--- config.mk ---
export PLATFORM = sky130hd
export DESIGN_NAME = ctr_channel
export DESIGN_NICKNAME = d
export VERILOG_FILES = /design/src/rtl/ctr_channel_pkg.sv /design/src/rtl/ctr_gate_edge.sv /design/src/rtl/ctr_decrement.sv /design/src/rtl/ctr_count_reg.sv /design/src/rtl/ctr_channel.sv
export SDC_FILE = /design/constraint.sdc
export NUM_CORES = 1
export LEC_CHECK = 0
export BUFFER_PORTS_ARGS = -buffer_cell sky130_fd_sc_hd__buf_2
export CORE_ASPECT_RATIO = 0.7
export CORE_MARGIN = 2
export CORE_UTILIZATION = 45
export DETAILED_ROUTE_END_ITERATION = 8
export HOLD_SLACK_MARGIN = 0.06
export PLACE_DENSITY = 0.63
export SETUP_SLACK_MARGIN = 0.15
export SLEW_MARGIN = 20
export SYNTH_ARGS = -nofsm -noshare
export SYNTH_HDL_FRONTEND = slang
export SYNTH_SLANG_ARGS = --single-unit
--- constraint.sdc ---
create_clock -name clk -period 6.5 [get_ports clk]
set_input_delay 0.65 -clock clk [delete_from_list [all_inputs] [get_ports clk]]
set_output_delay 0.65 -clock clk [all_outputs]
set_load 0.02 [all_outputs]
--- src/rtl/ctr_channel_pkg.sv ---
package ctr_channel_pkg;

   typedef enum logic [2:0] {
      MD_TC_LEVEL  = 3'd0,
      MD_ONE_SHOT  = 3'd1,
      MD_RATE      = 3'd2,
      MD_SQUARE    = 3'd3,
      MD_SW_STROBE = 3'd4,
      MD_HW_STROBE = 3'd5
   } ctr_mode_e;

   // codes with bit 1 set ignore bit 2
   function automatic ctr_mode_e fold_mode(input logic [2:0] code);
      if (code[1]) return ctr_mode_e'({1'b0, code[1:0]});
      return ctr_mode_e'(code);
   endfunction

   function automatic logic mode_idles_high(input ctr_mode_e m);
      return (m != MD_TC_LEVEL);
   endfunction

endpackage

--- src/rtl/ctr_gate_edge.sv ---
module ctr_gate_edge (
   input  logic clk,
   input  logic rst_n,
   input  logic gate_in,
   input  logic tick,
   input  logic clr,
   output logic trig_o
);
   logic gate_q;
   logic pend_q;

   // a rising edge seen in the tick cycle itself also counts
   assign trig_o = pend_q | (gate_in & ~gate_q);

   always_ff @(posedge clk) begin
      if (!rst_n) begin
         gate_q <= 1'b0;
         pend_q <= 1'b0;
      end else begin
         gate_q <= gate_in;
         if (clr || tick) pend_q <= 1'b0;
         else             pend_q <= trig_o;
      end
   end
endmodule

--- src/rtl/ctr_decrement.sv ---
module ctr_decrement #(
   parameter int CNT_W = 16
) (
   input  logic [CNT_W-1:0] val,
   input  logic [1:0]       amt,
   input  logic             bcd,
   output logic [CNT_W-1:0] nxt_o,
   output logic             zero_o
);
   localparam int DIGITS = CNT_W / 4;

   logic [CNT_W-1:0] bin_res;
   logic [CNT_W-1:0] bcd_res;
   logic [1:0]       sub [DIGITS];

   if (CNT_W % 4 != 0) begin : g_bad_width
      initial $error("ctr_decrement: CNT_W must be a multiple of 4");
   end

   assign bin_res = val - {{(CNT_W-2){1'b0}}, amt};
   assign sub[0]  = amt;

   for (genvar i = 0; i < DIGITS; i++) begin : g_digit
      logic [3:0] dig;
      logic       under;
      assign dig   = val[4*i +: 4];
      assign under = (dig < {2'b00, sub[i]});
      assign bcd_res[4*i +: 4] = under ? (dig + 4'd10 - {2'b00, sub[i]})
                                       : (dig - {2'b00, sub[i]});
      if (i < DIGITS - 1) begin : g_borrow
         assign sub[i+1] = {1'b0, under};
      end
   end

   assign nxt_o  = bcd ? bcd_res : bin_res;
   assign zero_o = (nxt_o == '0);
endmodule

--- src/rtl/ctr_count_reg.sv ---
module ctr_count_reg #(
   parameter int CNT_W = 16,
   localparam int BYTE_W = CNT_W / 2
) (
   input  logic              clk,
   input  logic              rst_n,
   input  logic              wr_lo,
   input  logic              wr_hi,
   input  logic [BYTE_W-1:0] wr_data,
   output logic [CNT_W-1:0]  cnt_o
);
   logic [BYTE_W-1:0] lo_q;
   logic [CNT_W-1:0]  cr_q;

   if (CNT_W % 2 != 0) begin : g_bad_width
      initial $error("ctr_count_reg: CNT_W must be even");
   end

   always_ff @(posedge clk) begin
      if (!rst_n) begin
         lo_q <= '0;
         cr_q <= '0;
      end else begin
         if (wr_lo) lo_q <= wr_data;
         if (wr_hi) cr_q <= {wr_data, lo_q};
      end
   end

   assign cnt_o = cr_q;
endmodule

--- src/rtl/ctr_channel.sv ---
module ctr_channel
   import ctr_channel_pkg::*;
#(
   parameter int CNT_W  = 16,
   parameter bit BCD_EN = 1'b1,
   localparam int BYTE_W = CNT_W / 2,
   localparam int DIGITS = CNT_W / 4
) (
   input  logic              clk,
   input  logic              rst_n,
   input  logic              cnt_tick,
   input  logic              gate_in,
   input  logic              cfg_wr,
   input  logic [2:0]        cfg_mode,
   input  logic              cfg_bcd,
   input  logic              ld_lo,
   input  logic              ld_hi,
   input  logic [BYTE_W-1:0] ld_byte,
   output logic [CNT_W-1:0]  count_o,
   output logic              out_o
);
   localparam logic [CNT_W-1:0] ONE = CNT_W'(1);

   if (CNT_W < 8 || CNT_W % 8 != 0) begin : g_bad_width
      initial $error("ctr_channel: CNT_W must be a positive multiple of 8");
   end

   ctr_mode_e        mode_q;
   ctr_mode_e        mode_new;
   logic             bcd_q, bcd_eff;
   logic             out_q, pend_q, valid_q, run_q, halt_q, armed_q;
   logic [CNT_W-1:0] ce_q, cr_w, nxt_w;
   logic             zero_w, trig_w, periodic;
   logic [1:0]       step_w;

   assign mode_new = fold_mode(cfg_mode);
   assign periodic = (mode_q == MD_RATE) || (mode_q == MD_SQUARE);

   if (BCD_EN) begin : g_bcd_on
      assign bcd_eff = bcd_q;
   end else begin : g_bcd_off
      assign bcd_eff = 1'b0;
   end

   ctr_gate_edge u_gate (
      .clk     (clk),
      .rst_n   (rst_n),
      .gate_in (gate_in),
      .tick    (cnt_tick),
      .clr     (cfg_wr),
      .trig_o  (trig_w)
   );

   ctr_count_reg #(.CNT_W(CNT_W)) u_creg (
      .clk     (clk),
      .rst_n   (rst_n),
      .wr_lo   (ld_lo),
      .wr_hi   (ld_hi),
      .wr_data (ld_byte),
      .cnt_o   (cr_w)
   );

   // square wave: odd value takes 1 while high, 3 while low; else 2
   always_comb begin
      if (mode_q == MD_SQUARE) begin
         if (ce_q[0]) step_w = out_q ? 2'd1 : 2'd3;
         else         step_w = 2'd2;
      end else begin
         step_w = 2'd1;
      end
   end

   ctr_decrement #(.CNT_W(CNT_W)) u_dec (
      .val    (ce_q),
      .amt    (step_w),
      .bcd    (bcd_eff),
      .nxt_o  (nxt_w),
      .zero_o (zero_w)
   );

   always_ff @(posedge clk) begin
      if (!rst_n) begin
         mode_q  <= MD_TC_LEVEL;
         bcd_q   <= 1'b0;
         out_q   <= 1'b1;
         ce_q    <= '0;
         pend_q  <= 1'b0;
         valid_q <= 1'b0;
         run_q   <= 1'b0;
         halt_q  <= 1'b0;
         armed_q <= 1'b0;
      end else if (cfg_wr) begin
         mode_q  <= mode_new;
         bcd_q   <= cfg_bcd;
         out_q   <= mode_idles_high(mode_new);
         pend_q  <= 1'b0;
         valid_q <= 1'b0;
         run_q   <= 1'b0;
         halt_q  <= 1'b0;
         armed_q <= 1'b0;
      end else if (ld_lo || ld_hi) begin
         if (ld_lo && mode_q == MD_TC_LEVEL) halt_q <= 1'b1;
         if (ld_hi) begin
            pend_q  <= 1'b1;
            valid_q <= 1'b1;
            halt_q  <= 1'b0;
            if (mode_q == MD_TC_LEVEL) out_q <= 1'b0;
         end
      end else begin
         if (periodic && !gate_in) out_q <= 1'b1;
         if (cnt_tick) begin
            case (mode_q)
               MD_TC_LEVEL: begin
                  if (pend_q) begin
                     ce_q   <= cr_w;
                     pend_q <= 1'b0;
                     run_q  <= 1'b1;
                  end else if (run_q && !halt_q && gate_in) begin
                     ce_q <= nxt_w;
                     if (zero_w) out_q <= 1'b1;
                  end
               end
               MD_ONE_SHOT: begin
                  if (trig_w && valid_q) begin
                     ce_q   <= cr_w;
                     out_q  <= 1'b0;
                     run_q  <= 1'b1;
                     pend_q <= 1'b0;
                  end else if (run_q) begin
                     ce_q <= nxt_w;
                     if (zero_w) out_q <= 1'b1;
                  end
               end
               MD_RATE: begin
                  if (gate_in && valid_q && (trig_w || !run_q)) begin
                     ce_q   <= cr_w;
                     out_q  <= 1'b1;
                     run_q  <= 1'b1;
                     pend_q <= 1'b0;
                  end else if (gate_in && run_q) begin
                     if (ce_q == ONE) begin
                        ce_q  <= cr_w;
                        out_q <= 1'b1;
                     end else begin
                        ce_q <= nxt_w;
                        if (nxt_w == ONE) out_q <= 1'b0;
                     end
                  end
               end
               MD_SQUARE: begin
                  if (gate_in && valid_q && (trig_w || !run_q)) begin
                     ce_q   <= cr_w;
                     out_q  <= 1'b1;
                     run_q  <= 1'b1;
                     pend_q <= 1'b0;
                  end else if (gate_in && run_q) begin
                     if (zero_w) begin
                        ce_q  <= cr_w;
                        out_q <= ~out_q;
                     end else begin
                        ce_q <= nxt_w;
                     end
                  end
               end
               MD_SW_STROBE: begin
                  if (!out_q) out_q <= 1'b1;
                  if (pend_q) begin
                     ce_q    <= cr_w;
                     pend_q  <= 1'b0;
                     run_q   <= 1'b1;
                     armed_q <= 1'b1;
                  end else if (run_q && gate_in) begin
                     ce_q <= nxt_w;
                     if (zero_w && armed_q) begin
                        out_q   <= 1'b0;
                        armed_q <= 1'b0;
                     end
                  end
               end
               MD_HW_STROBE: begin
                  if (!out_q) out_q <= 1'b1;
                  if (trig_w && valid_q) begin
                     ce_q    <= cr_w;
                     run_q   <= 1'b1;
                     armed_q <= 1'b1;
                     pend_q  <= 1'b0;
                  end else if (run_q) begin
                     ce_q <= nxt_w;
                     if (zero_w && armed_q) begin
                        out_q   <= 1'b0;
                        armed_q <= 1'b0;
                     end
                  end
               end
               default: ;
            endcase
         end
      end
   end

   assign count_o = ce_q;
   assign out_o   = out_q;

   function automatic logic digits_ok(input logic [CNT_W-1:0] v);
      for (int i = 0; i < DIGITS; i++)
         if (v[4*i +: 4] > 4'd9) return 1'b0;
      return 1'b1;
   endfunction

   logic host_quiet;
   assign host_quiet = !cfg_wr && !ld_lo && !ld_hi;

   // selecting the level mode pulls the output low
   p_level_mode_low_r2: assert property (@(posedge clk) disable iff (!rst_n)
      (cfg_wr && mode_new == MD_TC_LEVEL) |=> !out_o);

   // once high in the level mode, only a host write lowers it
   p_level_holds_r2: assert property (@(posedge clk) disable iff (!rst_n)
      (mode_q == MD_TC_LEVEL && out_o && host_quiet) |=> out_o);

   // rate pulse lasts one tick
   p_rate_low_once_r6: assert property (@(posedge clk) disable iff (!rst_n)
      (mode_q == MD_RATE && !out_o && cnt_tick && host_quiet) |=> out_o);

   // low gate forces the periodic modes high
   p_gate_forces_high_r7: assert property (@(posedge clk) disable iff (!rst_n)
      (periodic && !gate_in && host_quiet) |=> out_o);

   // strobes last exactly one tick
   p_strobe_width_r9: assert property (@(posedge clk) disable iff (!rst_n)
      ((mode_q == MD_SW_STROBE || mode_q == MD_HW_STROBE) && !out_o && cnt_tick
       && host_quiet) |=> out_o);

   // a loaded BCD count keeps decimal digits
   p_bcd_digits_r11: assert property (@(posedge clk) disable iff (!rst_n)
      (bcd_q && run_q) |-> digits_ok(count_o));

endmodule

After elaboration in Yosys (flattened, before gate mapping)
Cells that the tools add are included.
{"block": "totals", "regBits": 52, "inputBits": 19, "output_inout_bits": 17, "elab_cells": 162}
{"block": "classes", "add_sub_neg": 13, "n_lt_le_gt_ge": 4, "eq_ne": 21, "mux": 67, "bitwise": 7, "reduce_logical": 37}
{"operator": "2-to-1 mux 16 bit", "n": 13}
{"operator": "one-hot mux 16 bit (5 select lines)", "n": 1}
{"operator": "2-to-1 mux 1 bit", "n": 40}
{"operator": "== test 16 x 1 -> 1 bit (second input constant)", "n": 2}
{"operator": "subtractor 4 x 1 -> 4 bit", "n": 6}
{"operator": "adder 4 bit (second input constant)", "n": 4}
{"operator": "logical NOT 16 bit", "n": 1}
{"operator": "2-to-1 mux 4 bit", "n": 4}
{"operator": "subtractor 16 x 2 -> 16 bit", "n": 1}
{"operator": "!= test 3 x 1 -> 1 bit (second input constant)", "n": 5}
{"operator": "less-than comparator 4 x 1 -> 1 bit", "n": 3}
{"operator": "AND reduction 5 bit", "n": 2}
{"operator": "OR reduction 2 bit", "n": 5}
{"operator": "logical AND 1 bit", "n": 9}
{"operator": "!= test 3 bit (second input constant)", "n": 3}
{"operator": "AND reduction 9 bit", "n": 1}
{"operator": "subtractor 4 x 2 -> 4 bit", "n": 2}
{"operator": "== test 3 x 2 -> 1 bit (second input constant)", "n": 2}
{"operator": "== test 3 bit (second input constant)", "n": 2}
{"operator": "2-to-1 mux 2 bit", "n": 3}
{"operator": "2-to-1 mux 3 bit", "n": 2}
{"operator": "!= test 2 x 1 -> 1 bit (second input constant)", "n": 3}
{"operator": "!= test 3 x 2 -> 1 bit (second input constant)", "n": 2}
{"operator": "one-hot mux 1 bit (3 select lines)", "n": 2}
{"operator": "other kinds (17)", "n": 31}

Longest topological paths before layout
Gate-level depths: netlist of the first run.
{"block": "depth", "word_depth": 18, "depth_mapped": 32, "depth_no_buf": 28}

Modules after synthesis
From an unflattened synthesis of the first run, not the netlist that was laid out.
{"block": "unflattened", "cells_unflattened": 547, "hier_area_um2": 4374.2}
{"module": "ctr_channel", "n_inst": 1, "cells_each": 305, "area_per_inst_um2": 2188.3, "seq_area_each_um2": 520.5}
{"module": "ctr_decrement", "n_inst": 1, "cells_each": 158, "area_per_inst_um2": 1187.4, "seq_area_each_um2": 0.0}
{"module": "ctr_count_reg", "n_inst": 1, "cells_each": 77, "area_per_inst_um2": 917.1, "seq_area_each_um2": 480.5}
{"module": "ctr_gate_edge", "n_inst": 1, "cells_each": 7, "area_per_inst_um2": 81.3, "seq_area_each_um2": 40.0}

Least setup slack after synthesis of the first run
No wires, ideal clock.
{"block": "synth_timing", "path_type": "register to register", "from": "register mode_q[1]", "to": "register ce_q[4], in the netlist count_o[4]", "setup_ns": 0.132, "t_arrival_ns": 5.596, "t_required_ns": 6.368, "setup_slack_ns": 0.772, "stages_incl_launch_ff": 33, "path_buffers": 4, "synth_period_minus_slack_ns": 5.728, "cell_sequence": "dfxtp_1 clkbuf_1 inv_1 nor2_1 nand2_1 nand2b_1 inv_1 fa_1 nand2b_1 and2_1 ha_1 ha_1 and2_1 clkbuf_1 ha_1 ha_1 and2_1 clkbuf_1 ha_1 inv_1 ha_1 inv_1 ha_1 xnor2_1 a31oi_1 a21boi_0 nor3_1 nor3b_2 and4_1 buf_6 a22o_2 a211oi_1 o22ai_1"}
{"block": "synth_via", "elab_chain_len": 13, "word_cells_on_any_way": 47, "classes_between": "add/sub: 9; order compare: 4; eq/ne: 10; mux: 19; reduce/logical: 5"}
{"element": "start, declared", "line": "ctr_channel.sv:28", "text": "ctr_mode_e mode_q;"}
{"element": "start signal, assigned", "line": "ctr_channel.sv:93", "text": "mode_q <= mode_new;"}
{"element": "== test 3 x 2 -> 1 bit", "line": "ctr_channel.sv:65, ctr_channel.sv:112"}
{"element": "2-to-1 mux 2 bit", "line": "ctr_channel.sv:65", "text": "if (mode_q == MD_SQUARE) begin"}
{"element": "less-than comparator 4 x 2 -> 1 bit", "line": "ctr_decrement.sv:27", "text": "assign under = (dig < {2'b00, sub[i]});"}
{"element": "less-than comparator 4 x 1 -> 1 bit (2 in series)", "line": "ctr_decrement.sv:27"}
{"element": "subtractor 4 x 1 -> 4 bit, or another cell as far along", "line": "ctr_decrement.sv:29", "text": ": (dig - {2'b00, sub[i]});"}
{"element": "2-to-1 mux 4 bit", "line": "ctr_decrement.sv:28", "text": "assign bcd_res[4*i +: 4] = under ? (dig + 4'd10 - {2'b00, sub[i]})"}
{"element": "2-to-1 mux 16 bit", "line": "ctr_decrement.sv:35", "text": "assign nxt_o = bcd ? bcd_res : bin_res;"}
{"element": "logical NOT 16 bit", "line": "ctr_decrement.sv:36", "text": "assign zero_o = (nxt_o == '0);"}
{"element": "2-to-1 mux 16 bit", "line": "ctr_channel.sv:157", "text": "if (zero_w) begin"}
{"element": "2-to-1 mux 16 bit", "line": "ctr_channel.sv:156", "text": "end else if (gate_in && run_q) begin"}
{"element": "2-to-1 mux 16 bit", "line": "ctr_channel.sv:151", "text": "if (gate_in && valid_q && (trig_w || !run_q)) begin"}
{"element": "one-hot mux 16 bit (5 select lines)", "line": "ctr_channel.sv:112", "text": "case (mode_q)"}
{"element": "end signal, assigned", "line": "ctr_channel.sv:115", "text": "ce_q <= cr_w;"}
{"element": "end signal, assigned", "line": "ctr_channel.sv:152", "text": "ce_q <= cr_w;"}
{"element": "end signal, assigned", "line": "ctr_channel.sv:158", "text": "ce_q <= cr_w;"}
{"element": "end, declared", "line": "ctr_channel.sv:32", "text": "logic [CNT_W-1:0] ce_q, cr_w, nxt_w;"}
Parallel ways exist; a longest one is shown, timed or not. The select of a mux whose other input is x is not followed.
A chain may end at the register's enable or synchronous reset.

Worst setup path after layout of the first run
{"block": "layout_timing", "from": "register mode_q[0]", "to": "register ce_q[4], in the netlist count_o[4]"}
The elaborated chain is that of the path after synthesis.

==> flow_metrics.tcl, run 1 <==
set metrics [dict create \
    synth.most_common_cell "dfxtp_1" \
    yosys.cell_types.count 75 \
    rsz0062_at_grt "no" \
    wl_per_cell_um 17.5 \
    antenna-diode-count 0 \
    yosysSeqAreaShare_pct 26.7 \
    viasPerCell 5.96 \
    cts-resized-gates 0 \
    rr_worst_depth 26 \
    synthArstFlopShare_pct 0 \
    status "complete, no violations" \
    max_freq_mhz 169 \
    clk_pin_slew_ns 0.07 \
    finalCritPeriodShare_pct 91.3 \
    start_kind "flip-flop" \
    drv_slew 0 \
    critPathMostFrequentCell "ha_1" \
    htreeDepth 2 \
    synth_commonest_cells "dfxtp_1, nand2_1, mux2i_1, inv_1, nor2b_1" \
    end_kind "flip-flop" \
    synth_area_mm2 0.00390 \
    p_per_area_mw_per_mm2 193 \
    timing_worst_setup_path_type "flip-flop to flip-flop" \
    avgSynthCellArea_um2 8.27 \
    die_x_um 115 \
    numCtsBuffers 5 \
    r2r_end "count_o[4]$_SDFFE_PN0P_" \
    hold_viol_final 0 \
    io_pins 36 \
    grt_max_degree 50 \
    syn2layout_area_growth_pct 9.84 \
    clock_latency_ns 0.29 \
    start_util_pct 46.3 \
    dr.first_iter.drc_count 273 \
    portBuffers 35 \
    route.vias.total 3641 \
    fin_area_mm2 0.00429 \
    synth.net_count 517 \
    grt_pass1_wl_mm 16.8 \
    crit_slowest_cell "dfxtp_1" \
    r2r_setup_slack_ns 0.57 \
    synth_area_leaders "dfxtp_1, mux2i_1, ha_1" \
    min_delay_path_depth 2 \
    path_max_fanout 13 \
    finalSetupViolations 0 \
    min_to "count_o[12]$_SDFFE_PN0P_" \
    critPathMaxStageDelay_ns 0.61 \
    worst_ep_required_time_ns 6.67 \
    relSlewSlack_pct 51.1 \
    drt-pass1-iter-count 5 \
    rows 28 \
    hold_path_class "flip-flop to flip-flop" \
    hpwl_mm 8.12 \
    postCtsHoldBufs 0 \
    ys_warn_count 0 \
    min_period_ns 5.93 \
    min-delay-start "u_creg.cnt_o[12]$_SDFFE_PN0P_" \
    place_congestion 0.936 \
    drc 0 \
    drive_gt1_share_pct 13.8 \
    synth.top_cell.area_share_pct 26.7 \
    grt_pass1_vias 3182 \
    drt-total-wl_mm 10.7 \
    syn_inst 472 \
    synth.largest_area_cell "dfxtp_1" \
    r2r_start "mode_q[0]$_SDFFE_PN0P_" \
    peakVddDrop_v 0.000123 \
    synth-edff-count 0 \
    ys_ff_latch 52 \
    core_mm2 0.00844 \
    die_h_um 81.9 \
    cts_setup_buffers 0 \
    clockBufferDepth 2 \
    cts-root-buf "clkbuf_16" \
    finalSetupTns_ns 0 \
    synth_ff_type "dfxtp_1" \
    cts.sinks 52 \
    cp.arrival_ns 6.10 \
    grt_overflow_total 0 \
    nets 535 \
    final_antenna_net_count 0 \
    cap_violations 0 \
    antenna_found_initial 0 \
    cts_tree "yes" \
    p_leak_nw 1.79 \
    die_area_mm2 0.00945 \
    grt_usage_pct 22.8 \
    skew_ns 0.00330 \
    worst_pin_slew_ns 0.733 \
    place_area_mm2 0.00414 \
]
## per-stage QoR
step,hold slack [ns],std cells,util [%],setup slack (ns),power (W)
floorplan,0.443,472,-,0.772,0.000503
global placement,0.483,603,49.0,0.935,0.000556
detailed placement,0.490,603,49.0,0.710,0.000557
CTS,0.499,611,50.8,0.672,0.000829
global route,0.526,611,50.8,0.192,0.000865
finish,0.502,611,50.8,0.568,0.000827
## power breakdown
part | leakage (nW) | total (W) | internal [W] | switching [W]
logic | 1.29 | 0.000209 | 0.0000855 | 0.000123
registers | 0.425 | 0.000347 | 0.000331 | 0.0000157
clock network | 0.0719 | 0.000272 | 0.000146 | 0.000126
total | 1.79 | 0.000827 | 0.000563 | 0.000265
## registers in the layout (all words and copies together), names as in the netlist
signal and count:
count_o 16, u_creg.cnt_o 16, u_creg.lo_q 8, mode_q 3, armed_q 1, bcd_eff 1
halt_q 1, out_o 1, pend_q 1, run_q 1, u_gate.gate_q 1, u_gate.pend_q 1
valid_q 1
## placed cells by master, fill, tap and decap left out, drive strengths merged, types with 3 or more instances in the layout
cell,n
o21a,4
o21ai,21
and4,4
dfxtp,52
o211ai,11
nor3b,6
o31ai,5
and2,8
nor2,29
inv,32
nor3,7
xnor2,13
nand3,17
a31oi,4
or3,3
o2111ai,5
ha,24
nand4,4
o31a,4
a21oi,24
buf,39
a211oi,5
clkbuf,5
nor2b,30
mux2i,34
nor4,7
and3,4
nand2,36
nand2b,8
## worst max path at each step
stage,slack [ns],start,endpoint,cells after the start
after floorplan,0.77,mode_q[1]$_SDFFE_PN0P_,count_o[4]$_SDFFE_PN0P_,32
after global placement,0.93,mode_q[0]$_SDFFE_PN0P_,count_o[4]$_SDFFE_PN0P_,26
after detailed placement,0.71,mode_q[0]$_SDFFE_PN0P_,count_o[4]$_SDFFE_PN0P_,26
after CTS,0.67,mode_q[0]$_SDFFE_PN0P_,count_o[4]$_SDFFE_PN0P_,26
after global routing,0.19,mode_q[0]$_SDFFE_PN0P_,count_o[4]$_SDFFE_PN0P_,26
final,0.57,mode_q[0]$_SDFFE_PN0P_,count_o[4]$_SDFFE_PN0P_,26
## cells by family after synthesis
logic type               after synthesis  share of synthesized area, %
multiplexers                          35                          9.00
adder cells (fa/ha/maj)               26                          8.72
XOR/XNOR                              14                          3.14
AND/OR/NAND/NOR                      174                          25.4
AO/OA/AOI/OAI                        111                          20.6
buffers and inverters                 60                          6.47
flip-flops                            52                          26.7
## layer usage
layer  up-vias  part of all wire [%]  GRT usage (%)
li1       1740                     -              -
met5         -                     0              0
met4         0                  0.81           4.70
met3        10                   9.7           3.84
met2       177                    42           33.3
met1      1714                    47           34.7
## area by class of cell
| type | instances | area, µm² |
|---|---|---|
| clock buffers | 5 | 125 |
| fillers | 785 | 4150 |
| flip-flops and latches | 52 | 1040 |
| inverters | 32 | 120 |
| well taps | 120 | 150 |
| multi-input cells | 360 | 2620 |
| clock inverters | 3 | 27.5 |
| repair buffers | 39 | 205 |
## critical path: cells and delay by family (launching register included)
kind	cells	cell delay (ns)
and+or+nand+nor	9	2.11
adders and majority gates	8	1.80
AOI/OAI and AO/OA	5	0.98
DFF	1	0.61
xor gates and xnor gates	1	0.15
buffers and inverters	3	0.16
(Power assumes the default switching activity.)
==> run 2: changes to the inputs <==
- CAP_MARGIN: default -> 40
- CORE_UTILIZATION: 45 -> 54
- PLACE_DENSITY: 0.63 -> 0.74
==> run 2 against run 1 <==
  * Fmax rose by 1.6%
  * Non-clock buffer count did not move
  * Worst hold slack got worse by 0.024 ns
  * Register-to-register slack improved by 0.09 ns
  * Cell area fell by 1.1%
  * Critical path type unchanged
==> flow_metrics.tcl, run 2 (synthesized netlist as in run 1, its figures left out) <==
set metrics [dict create \
    route.vias.total 3591 \
    wl_met1_mm 4.90 \
    end_kind "flip-flop" \
    cts-root-buf "clkbuf_8" \
    peakVddDrop_v 0.0000955 \
    p_leak_nw 1.78 \
    antenna_found_initial 0 \
    grt_usage_pct 26.1 \
    drive_gt1_share_pct 14.7 \
    cts_tree "yes" \
    met2WireLength_mm 4.07 \
    rsz0062_at_grt "no" \
    grt_overflow_total 0 \
    rr_worst_depth 28 \
    antenna-diode-count 0 \
    dr.first_iter.drc_count 343 \
    start_kind "flip-flop" \
    core_mm2 0.00688 \
    htreeDepth 2 \
    r2r_setup_slack_ns 0.66 \
    grt_max_degree 50 \
    nets 535 \
    multi_input_area_mm2 0.00263 \
    hpwl_mm 7.42 \
    relSlewSlack_pct 50.5 \
    grt_pass1_wl_mm 16.4 \
    drt-pass1-iter-count 5 \
    drc 0 \
    clk_pin_slew_ns 0.10 \
    wl_per_cell_um 16.8 \
    final_antenna_net_count 0 \
    min-delay-start "u_creg.cnt_o[12]$_SDFFE_PN0P_" \
    drv_slew 0 \
    setup_ws_ns 0.662 \
    drt-total-wl_mm 9.85 \
    critPathMostFrequentCell "ha_1" \
    max_freq_mhz 171 \
    clockBufferDepth 2 \
    status "complete, no violations" \
    crit_slowest_cell "dfxtp_4" \
    finalSetupViolations 0 \
    fillers 611 \
    portBuffers 35 \
    p_per_area_mw_per_mm2 186 \
    cp.arrival_ns 6.07 \
    hold_path_class "flip-flop to flip-flop" \
    maxUsedRoutingLayer "met4" \
    rows 25 \
    syn2layout_area_growth_pct 8.65 \
    start_util_pct 56.7 \
    layout_common_cells "dfxtp_1, nand2_1, buf_2, mux2i_1, inv_1" \
    cap_violations 0 \
    r2r_start "mode_q[1]$_SDFFE_PN0P_" \
    skew_ns 0.00595 \
    final_common_cell "dfxtp_1" \
    wl_met3_um 778 \
    p_total_w 0.000787 \
    die_h_um 75.1 \
    hold_viol_final 0 \
    min_period_ns 5.84 \
    clock_latency_ns 0.31 \
    cts.sinks 52 \
    place_ws_ns 0.398 \
    finalSetupTns_ns 0 \
    die_area_mm2 0.00794 \
    timing_worst_setup_path_type "flip-flop to flip-flop" \
    finalCritPeriodShare_pct 89.8 \
    seq_area_mm2 0.00105 \
    critPathMaxStageDelay_ns 0.44 \
    io_pins 36 \
    path_max_fanout 15 \
    critical_path.startpoint "mode_q[1]$_SDFFE_PN0P_" \
    final_core_util_pct 61.7 \
    worst_pin_slew_ns 0.743 \
    place_congestion 0.948 \
    min_delay_path_depth 2 \
    viasPerCell 6.14 \
    worst_ep_required_time_ns 6.73 \
    min_to "count_o[12]$_SDFFE_PN0P_" \
    grt_pass1_vias 3218 \
    die_x_um 106 \
    numCtsBuffers 5 \
    r2r_end "out_o$_SDFFE_PN1P_" \
]
-- run 2: cell types whose count changed in the layout (fill, tap and decap cells not counted), sizes merged --
cell      delta
bufinv       +1
clkbuf       +1
clkinvlp     -1
inv          -1
-- run 2: report_power, final --
group / internal (W) / total, W / leakage (nW) / switching, W
registers: 0.000331 / 0.000345 / 0.426 / 0.0000146
clock network: 0.000126 / 0.000236 / 0.0614 / 0.000110
logic: 0.0000858 / 0.000206 / 1.30 / 0.000120
total: 0.000543 / 0.000787 / 1.78 / 0.000245
-- run 2: worst max-delay path by stage --
| stage | end | slack (ns) |
|---|---|---|
| after floorplan | count_o[4]$_SDFFE_PN0P_ | 0.77 |
| after global placement | count_o[4]$_SDFFE_PN0P_ | 0.68 |
| after detailed placement | count_o[4]$_SDFFE_PN0P_ | 0.40 |
| after CTS | count_o[4]$_SDFFE_PN0P_ | 0.36 |
| after global routing | count_o[1]$_SDFFE_PN0P_ | 0.15 |
| final | out_o$_SDFFE_PN1P_ | 0.66 |
-- run 2: routing by layer --
layer | vias to the layer above | track usage (%)
met5 | - | 0
met4 | 0 | 6.58
met3 | 17 | 4.24
met2 | 176 | 38.9
met1 | 1660 | 39.4
li1 | 1738 | -
-- run 2: timing repair --
action	4_1_cts	5_1_grt
gates resized for setup	0	7
setup buffers	0	1
hold buffers	0	0
endpoints found under the setup margin	0	18
-- run 2: area by class of cell --
class                           count  area share, %
Sequential cell                    52           24.7
Tap cell                           94           2.77
Clock buffer                        6           1.95
Timing Repair Buffer               39           4.84
Inverter                           32           2.83
Multi-Input combinational cell    360           62.0
Clock inverter                      2          0.914
-- run 2: through the flow --
step	area (µm²)	hold WS (ns)	std cells
global placement	4100	0.470	576
global route	4240	0.536	585
detailed placement	4100	0.476	576
finish	4240	0.478	585
floorplan	3910	0.443	472
CTS	4220	0.488	584
-- run 2: worst max-delay path: cells and delay by family (launching register included) --
family / cells / cell delay, ns
fa+ha+maj: 8 / 1.76
compound gates: 4 / 0.85
simple gates: 11 / 2.31
buf+inv: 4 / 0.25
xor+xnor: 1 / 0.12
flops: 1 / 0.44
